[src/rtl/lms_shift_pkg.sv]
package lms_shift_pkg;

    typedef enum logic {
        OP_ADD = 1'b0,
        OP_SUB = 1'b1
    } upd_op_e;

endpackage

[src/rtl/lms_shift_code.sv]
// Reduces a signed error to a shift code and an add/subtract choice.
module lms_shift_code
    import lms_shift_pkg::*;
#(
    parameter int EW = 8,
    localparam int MW = EW - 1,
    localparam int CW = $clog2(MW + 1)
) (
    input  logic [EW-1:0] err,
    output logic [CW-1:0] code,
    output upd_op_e       op
);
    logic [EW-1:0] neg;
    logic [MW-1:0] mag;

    always_comb begin
        neg = (~err) + {{(EW-1){1'b0}}, 1'b1};
        if (!err[EW-1]) begin
            mag = err[MW-1:0];
        end else if (neg[EW-1]) begin
            mag = {MW{1'b1}};          // most negative value: clamp magnitude
        end else begin
            mag = neg[MW-1:0];
        end
        op   = err[EW-1] ? OP_SUB : OP_ADD;
        code = CW'(MW);                // no bit set: zero step
        for (int b = 0; b < MW; b++) begin
            if (mag[b]) begin
                code = CW'(MW - 1 - b); // higher bits overwrite lower ones
            end
        end
    end

endmodule

[src/rtl/lms_shift_scaler.sv]
// Arithmetic barrel shift of one tap sample into a weight-wide increment.
module lms_shift_scaler #(
    parameter int XW = 8,
    parameter int WW = 16,
    parameter int MW = 7,
    localparam int CW = $clog2(MW + 1)
) (
    input  logic [XW-1:0] x,
    input  logic [CW-1:0] code,
    output logic [WW-1:0] inc
);
    logic signed [WW-1:0] xe;
    logic signed [WW-1:0] sh;

    always_comb begin
        xe = {{(WW-XW){x[XW-1]}}, x};
        sh = xe >>> code;
        inc = (int'(code) >= MW) ? '0 : sh;
    end

endmodule

[src/rtl/lms_sat_accum.sv]
// Saturating add or subtract of an increment into one weight.
module lms_sat_accum
    import lms_shift_pkg::*;
#(
    parameter int WW = 16
) (
    input  logic [WW-1:0] w,
    input  logic [WW-1:0] inc,
    input  upd_op_e       op,
    output logic [WW-1:0] w_nxt
);
    logic [WW:0] wx;
    logic [WW:0] ix;
    logic [WW:0] sum;

    always_comb begin
        wx = {w[WW-1], w};
        ix = {inc[WW-1], inc};
        sum = (op == OP_SUB) ? (wx - ix) : (wx + ix);
        if (sum[WW] != sum[WW-1]) begin
            w_nxt = sum[WW] ? {1'b1, {(WW-1){1'b0}}} : {1'b0, {(WW-1){1'b1}}};
        end else begin
            w_nxt = sum[WW-1:0];
        end
    end

endmodule

[src/rtl/lms_shift_update.sv]
// Four-tap shift-based LMS weight update, two register stages.
module lms_shift_update
    import lms_shift_pkg::*;
#(
    parameter int NTAPS = 4,
    parameter int XW    = 8,
    parameter int EW    = 8,
    parameter int WW    = 16
) (
    input  logic                clk,
    input  logic                rst_n,
    input  logic                upd_en,
    input  logic [EW-1:0]       err_in,
    input  logic [NTAPS*XW-1:0] x_in,
    output logic [NTAPS*WW-1:0] w_out
);
    localparam int MW = EW - 1;
    localparam int CW = $clog2(MW + 1);

    typedef struct packed {
        logic                      vld;
        upd_op_e                   op;
        logic [NTAPS-1:0][WW-1:0]  inc;
        logic [NTAPS-1:0][WW-1:0]  w;
    } upd_state_t;

    upd_state_t               st_d, st_q;
    logic [CW-1:0]            code;
    upd_op_e                  op_in;
    logic [NTAPS-1:0][WW-1:0] inc_w;
    logic [NTAPS-1:0][WW-1:0] w_nxt;

    logic                     stg_vld;
    logic                     stg_sub;
    logic [NTAPS*WW-1:0]      stg_inc;

    lms_shift_code #(.EW(EW)) u_code (
        .err  (err_in),
        .code (code),
        .op   (op_in)
    );

    for (genvar i = 0; i < NTAPS; i++) begin : g_tap
        lms_shift_scaler #(.XW(XW), .WW(WW), .MW(MW)) u_scale (
            .x    (x_in[i*XW +: XW]),
            .code (code),
            .inc  (inc_w[i])
        );
        lms_sat_accum #(.WW(WW)) u_acc (
            .w     (st_q.w[i]),
            .inc   (st_q.inc[i]),
            .op    (st_q.op),
            .w_nxt (w_nxt[i])
        );
    end

    always_comb begin
        st_d     = st_q;
        st_d.vld = upd_en;
        if (upd_en) begin
            st_d.op  = op_in;
            st_d.inc = inc_w;
        end
        if (st_q.vld) begin
            st_d.w = w_nxt;
        end
    end

    always_ff @(posedge clk) begin
        if (!rst_n) begin
            st_q <= '0;
        end else begin
            st_q <= st_d;
        end
    end

    assign w_out   = st_q.w;
    assign stg_vld = st_q.vld;
    assign stg_sub = (st_q.op == OP_SUB);
    assign stg_inc = st_q.inc;

endmodule

[config.mk]
export PLATFORM = sky130hd
export DESIGN_NAME = lms_shift_update
export DESIGN_NICKNAME = d
export VERILOG_FILES = /design/src/rtl/lms_shift_pkg.sv /design/src/rtl/lms_shift_code.sv /design/src/rtl/lms_shift_scaler.sv /design/src/rtl/lms_sat_accum.sv /design/src/rtl/lms_shift_update.sv
export SDC_FILE = /design/constraint.sdc
export NUM_CORES = 1
export LEC_CHECK = 0
export BUFFER_PORTS_ARGS = -buffer_cell sky130_fd_sc_hd__buf_2
export CORE_MARGIN = 4
export CORE_UTILIZATION = 42
export CTS_CLUSTER_SIZE = 12
export DETAILED_ROUTE_END_ITERATION = 7
export PLACE_DENSITY_LB_ADDON = 0.1
export REMOVE_ABC_BUFFERS = 1
export SLEW_MARGIN = 5
export SYNTH_ARGS = -nofsm -noshare
export SYNTH_HDL_FRONTEND = slang
export SYNTH_SLANG_ARGS = --single-unit
[constraint.sdc]
create_clock -name clk -period 6.7 [get_ports clk]
set_clock_uncertainty 0.15 [all_clocks]
set_input_delay 0.67 -clock clk [delete_from_list [all_inputs] [get_ports clk]]
set_output_delay 0.67 -clock clk [all_outputs]
set_load 0.05 [all_outputs]
==> flow_metrics.env, run 1 <==
export IMPL_finalCritPeriodShare=0.736
export IMPL_route_detailed_drc=0
export IMPL_synth_area_um2=9090
export IMPL_worst_path_dominant_cell_family="compound AO/OA/AOI/OAI gates"
export IMPL_crit_buf_inv=1
export IMPL_cts_tree="yes"
export IMPL_hp_class="reg2reg"
export IMPL_finalInstanceArea_um2=10100
export IMPL_crit_arrival_ps=4970
export IMPL_layout_commonest_cell="a21oi_1"
export IMPL_setup_violations=0
export IMPL_grt_pass1_wl_um=40900
export IMPL_critPathMaxFanout=21
export IMPL_hpwl_um=18100
export IMPL_cap_violations=0
export IMPL_wl_met1_um=12100
export IMPL_place_area_um2=9800
export IMPL_ys_seq_area_frac=0.216
export IMPL_area_growth_pct=11.2
export IMPL_ys_seq_elements=98
export IMPL_viasPerCell=5.60
export IMPL_layout_common_cells="152 x a21oi_1, 108 x o21ai_0, 106 x buf_2"
export IMPL_critPathKind="reg2reg"
export IMPL_total_power_mw=3.13
export IMPL_synthXorXnorAreaFrac=0.0770
export IMPL_crit_top_cell="a21oi_1"
export IMPL_critical_path_endpoint_type="register"
export IMPL_worst_slew_pin_slew_ps=1180
export IMPL_core_area_um2=21200
export IMPL_post_place_ws_ps=1780
export IMPL_powerDensity_nw_per_um2=309
export IMPL_drive_gt1_frac=0.133
export IMPL_wl_met3_um=988
export IMPL_vias=8528
export IMPL_die_w_um=155
export IMPL_io_pins=107
export IMPL_synthMuxAreaShare=0.0519
export IMPL_synthArstFlopShare=0
export IMPL_grt_pass1_vias=8202
export IMPL_clockRootBuffer="clkbuf_16"
export IMPL_grt_start_max_net_pins=114
export IMPL_synth_fa_ha_area_frac=0.169
export IMPL_rsz0062_at_grt="false"
export IMPL_synth_top_area_frac=0.216
export IMPL_slew_headroom=0.211
export IMPL_worstPathCellList="inv_2 -> nor2_1 -> a21oi_1 -> ha_1 -> o21a_1 -> o21ai_1 -> a221oi_1 -> a2111oi_0 -> or3_1 -> a211oi_2 -> maj3_1 -> a21oi_1"
export IMPL_fin_crit_ps=4930
export IMPL_syn_instance_count=1174
export IMPL_crit_path_max_incr_delay_ps=970
export IMPL_synth_distinct_cells=77
export IMPL_wl_um=24700
export IMPL_synth_edf_count=0
export IMPL_drt_pre_antenna_iters=6
export IMPL_synthFlopType="dfxtp_1"
export IMPL_ir_drop_uv=124
export IMPL_setup_tns_ps=0
export IMPL_routedWlPerCell_um=16.2
export IMPL_outcome="completed"
export IMPL_critPathLaunchType="register"
export IMPL_initial_core_util=0.430
export IMPL_cts_buffer_depth=2
export IMPL_grt_overflow=0
export IMPL_drt_initial_drc_count=484
export IMPL_port_buffers=106
export IMPL_critPathSlowestCell="a211oi_2"
export IMPL_clk_pin_slew_ps=70
export IMPL_hold_viol=0
export IMPL_layout_nets=1365
export IMPL_multi_input_area_um2=6680
export IMPL_synth_top_cells_by_area="dfxtp_1 22%, ha_1 11%, a21oi_1 8.4%, o21ai_0 5.9%, mux2i_1 5.1%"
export IMPL_antenna_found_initial=3
export IMPL_synth_top_family_by_area="compound AO/OA/AOI/OAI gates"
export IMPL_htreeDepth=3
export IMPL_cts_resized_gates=0
export IMPL_cts_setup_buffers=0
export IMPL_insertion_delay_ps=360
export IMPL_post_synth_and_or_nand_nor_area_fraction=0.143
export IMPL_wl_met2_um=11100
export IMPL_fill_cells=2133
export IMPL_numCtsBuffers=9
export IMPL_slew_violations=0
export IMPL_required_ps=6740
export IMPL_rows=53
export IMPL_postRouteAntennaNets=0
export IMPL_ff_latch_area_um2=1970
export IMPL_clkSinkCount=98
export IMPL_postCtsHoldBufs=0
export IMPL_layout_setup_ws_ps=1770
export IMPL_die_h_um=155
export IMPL_synth_avg_cell_area_um2=7.74
export IMPL_fmax_mhz=203
export IMPL_track_usage=0.202
export IMPL_fp_dieArea_um2=24100
export IMPL_yosys_area_top_type="dfxtp_1"
export IMPL_postLayoutCoreUtil=0.478
export IMPL_synth_compound_area_share=0.293
export IMPL_place_gp_congestion=0.857
export IMPL_leakage_nw=4.39
export IMPL_top_layer_used="met4"
export IMPL_yosysWarnings=0
==> worst reg2reg max path: stages (launching register included) <==
cell	delay (ps)
dfxtp_1	810
inv_2	330
nor2_1	440
a21oi_1	90
ha_1	400
o21a_1	160
o21ai_1	60
a221oi_1	350
a2111oi_0	160
or3_1	450
a211oi_2	970
maj3_1	340
a21oi_1	70
==> final cells by class <==
| type | count | area share |
|---|---|---|
| diodes | 3 | 0.000743 |
| clock buffers | 11 | 0.0250 |
| clock inverters | 5 | 0.00520 |
| inverters | 57 | 0.0212 |
| multi-input cells | 960 | 0.660 |
| flip-flops and latches | 98 | 0.194 |
| well taps | 275 | 0.0340 |
| repair buffers | 115 | 0.0592 |
==> flip-flops by register name, summed over array words and instances (netlist names) <==
name and flops:
w_out 64, st_q 32, stg_sub 1, stg_vld 1
==> cell usage after synthesis (all sizes together), types with 4 or more instances <==
| library cell | count |
|---|---|
| nor2 | 94 |
| ha | 77 |
| inv | 57 |
| xor2 | 28 |
| nand2b | 15 |
| nand3 | 17 |
| a21o | 24 |
| a2bb2oi | 7 |
| o21ai | 146 |
| a31oi | 9 |
| clkbuf | 47 |
| buf | 12 |
| o21bai | 8 |
| o31ai | 5 |
| o21a | 10 |
| dfxtp | 98 |
| nand3b | 11 |
| a2111oi | 4 |
| nor3b | 5 |
| and3 | 6 |
| mux2i | 46 |
| fa | 4 |
| nand2 | 46 |
| o221ai | 4 |
| xnor2 | 51 |
| a21oi | 162 |
| nor2b | 21 |
| maj3 | 48 |
| nor3 | 27 |
| a211oi | 16 |
| and2 | 5 |
==> cells by family after synthesis <==
logic type	Yosys count
buf+inv	116
flops	98
mux	47
simple gates	265
compound gates	440
xor+xnor	79
fa+ha+maj	129
==> final timing paths <==
kind	cells after the start	start	to	slack, ps
worst max-delay path	12	stg_sub$_SDFFE_PN0P_	w_out[32]$_SDFFE_PN0P_	1770
worst min-delay path	2	st_q[102]$_SDFFE_PN0P_	st_q[102]$_SDFFE_PN0P_	340
worst max register to register	12	stg_sub$_SDFFE_PN0P_	w_out[32]$_SDFFE_PN0P_	1770
worst min register to register	2	st_q[102]$_SDFFE_PN0P_	st_q[102]$_SDFFE_PN0P_	340
==> stage by stage <==
stage	hold WS [ps]	std cells
6_report	336	1524
5_1_grt	366	1524
4_1_cts	341	1521
3_5_place_dp	331	1505
3_3_place_gp	329	1505
2_1_floorplan	304	1115
==> metal layers <==
layer  vias up  global-route usage
met3        24              0.0220
met2       154               0.324
met5         -                   0
li1       4433                   -
met1      3917               0.284
met4         0              0.0694
==> report_power, final <==
| group | internal, mW | switching [mW] |
|---|---|---|
| Combinational | 0.770 | 1.09 |
| Sequential | 0.647 | 0.0651 |
| Clock | 0.309 | 0.249 |
(Power assumes the default switching activity.)
==> run 2, diff against run 1 <==
clock period = 4.8 ns   (was 6.7 ns; I/O delays follow)
==> run 2 against run 1 <==
Effect of this change: sequential power increased by 40%; routed wire length up 0.50%; final cell count up 0.26%; non-clock buffer count increased by 6; register-to-register slack worse by 1300 ps; largest cell class unchanged.
==> flow_metrics.env, run 2 (same netlist as run 1, synthesis figures left out) <==
export IMPL_layout_commonest_cell="a21oi_1"
export IMPL_slew_headroom=0.343
export IMPL_rrSetupSlack_ps=480
export IMPL_largest_reg_flops=64
export IMPL_cts_tree="yes"
export IMPL_outcome="completed"
export IMPL_critPathLaunchType="register"
export IMPL_worstPathCellList="buf_4 -> inv_2 -> nor2_1 -> a21oi_1 -> ha_1 -> and3_1 -> a221oi_1 -> o21ai_2 -> a31o_1 -> a221o_1 -> a21oi_2 -> xnor2_2 -> maj3_1 -> a21oi_1"
export IMPL_grt_pass1_wl_um=41000
export IMPL_viasPerCell=5.58
export IMPL_crit_path_max_incr_delay_ps=570
export IMPL_initial_core_util=0.430
export IMPL_clkSinkCount=98
export IMPL_worst_slew_pin_slew_ps=985
export IMPL_slew_violations=0
export IMPL_port_buffers=106
export IMPL_postRouteAntennaNets=0
export IMPL_postLayoutCoreUtil=0.483
export IMPL_crit_top_cell="a21oi_1"
export IMPL_critPathKind="reg2reg"
export IMPL_setup_tns_ps=0
export IMPL_setup_violations=0
export IMPL_die_w_um=155
export IMPL_place_gp_congestion=0.865
export IMPL_fp_dieArea_um2=24100
export IMPL_grt_pass1_vias=8042
export IMPL_ir_drop_uv=195
export IMPL_finalCritPeriodShare=0.901
export IMPL_leakage_nw=4.45
export IMPL_critPathSlowestCell="dfxtp_1"
export IMPL_insertion_delay_ps=360
export IMPL_fin_crit_ps=4320
export IMPL_drt_pre_antenna_iters=5
export IMPL_antenna_found_initial=1
export IMPL_ff_latch_area_um2=1970
export IMPL_hpwl_um=18500
export IMPL_cap_violations=0
export IMPL_drive_gt1_frac=0.137
export IMPL_fill_cells=2131
export IMPL_postCtsHoldBufs=0
export IMPL_layout_common_cells="152 x a21oi_1, 108 x o21ai_0, 106 x buf_2"
export IMPL_cts_resized_gates=0
export IMPL_fmax_mhz=231
export IMPL_wl_um=24800
export IMPL_required_ps=4950
export IMPL_cts_setup_buffers=0
export IMPL_critical_path_endpoint_type="register"
export IMPL_rsz0062_at_grt="false"
export IMPL_hp_class="in2reg"
export IMPL_io_pins=107
export IMPL_clockRootBuffer="clkbuf_16"
export IMPL_grt_overflow=0
export IMPL_powerDensity_nw_per_um2=441
export IMPL_rows=53
export IMPL_core_area_um2=21200
export IMPL_numCtsBuffers=9
export IMPL_cts_buffer_depth=2
export IMPL_routedWlPerCell_um=16.3
export IMPL_drt_initial_drc_count=490
export IMPL_crit_arrival_ps=4470
export IMPL_track_usage=0.205
export IMPL_hold_viol=0
export IMPL_die_h_um=155
export IMPL_layout_nets=1371
export IMPL_vias=8523
export IMPL_clk_pin_slew_ps=80
export IMPL_critPathMaxFanout=16
export IMPL_grt_start_max_net_pins=86
export IMPL_route_detailed_drc=0
export IMPL_multi_input_area_um2=6680
export IMPL_area_growth_pct=12.3
export IMPL_htreeDepth=3
[run 2: changes by cell type in the layout (fill, tap and decap cells not counted), sizes merged]
cell	delta
buf	+6
bufinv	+2
clkbuf	+1
clkinv	-2
clkinvlp	-1
diode	-2
[run 2: power breakdown]
part           internal (mW)  switching [mW]
Combinational           1.08            1.52
Clock                  0.556           0.342
Sequential             0.904          0.0939
[run 2: worst paths after layout]
path	startpoint	end	cells past startpoint
hold reg to reg	st_q[70]$_SDFFE_PN0P_	st_q[70]$_SDFFE_PN0P_	2
setup reg to reg	stg_sub$_SDFFE_PN0P_	w_out[52]$_SDFFE_PN0P_	14
hold / removal	x_in[14]	st_q[86]$_SDFFE_PN0P_	3
setup / recovery	stg_sub$_SDFFE_PN0P_	w_out[52]$_SDFFE_PN0P_	14
[run 2: per-layer routing]
| metal | track usage | wire (um) |
|---|---|---|
| met1 | 0.290 | 12400 |
| met2 | 0.329 | 11100 |
| met3 | 0.0256 | 994 |
| met4 | 0.0555 | 348 |
| met5 | 0 | 0 |
[run 2: critical path, delay by kind of cell, from the launching register on]
kind	cells	cell delay, ps
AO/OA/AOI/OAI	7	1460
XOR/XNOR	1	290
adder cells (fa/ha/maj)	2	810
buffers and inverters	2	450
flip-flops	1	570
AND/OR/NAND/NOR	2	560
[run 2: through the flow]
stage / instance area, um^2 / hold WS (ps) / power, mW / setup slack, ps / instances
5_1_grt: 10200 / 332 / 4.89 / 153 / 1528
6_report: 10200 / 321 / 4.50 / 476 / 1528
4_1_cts: 10200 / 305 / 4.54 / 501 / 1527
3_3_place_gp: 9840 / 318 / 3.61 / 594 / 1511
3_5_place_dp: 9840 / 325 / 3.62 / 517 / 1511
2_1_floorplan: 8840 / 304 / 3.06 / 372 / 1115
[run 2: cell type report]
type,instances,area share
Tap cell,275,0.0337
Timing Repair Buffer,121,0.0630
Antenna cell,1,0.000245
Clock inverter,4,0.00932
Multi-Input combinational cell,960,0.654
Inverter,57,0.0210
Sequential cell,98,0.193
Clock buffer,12,0.0262
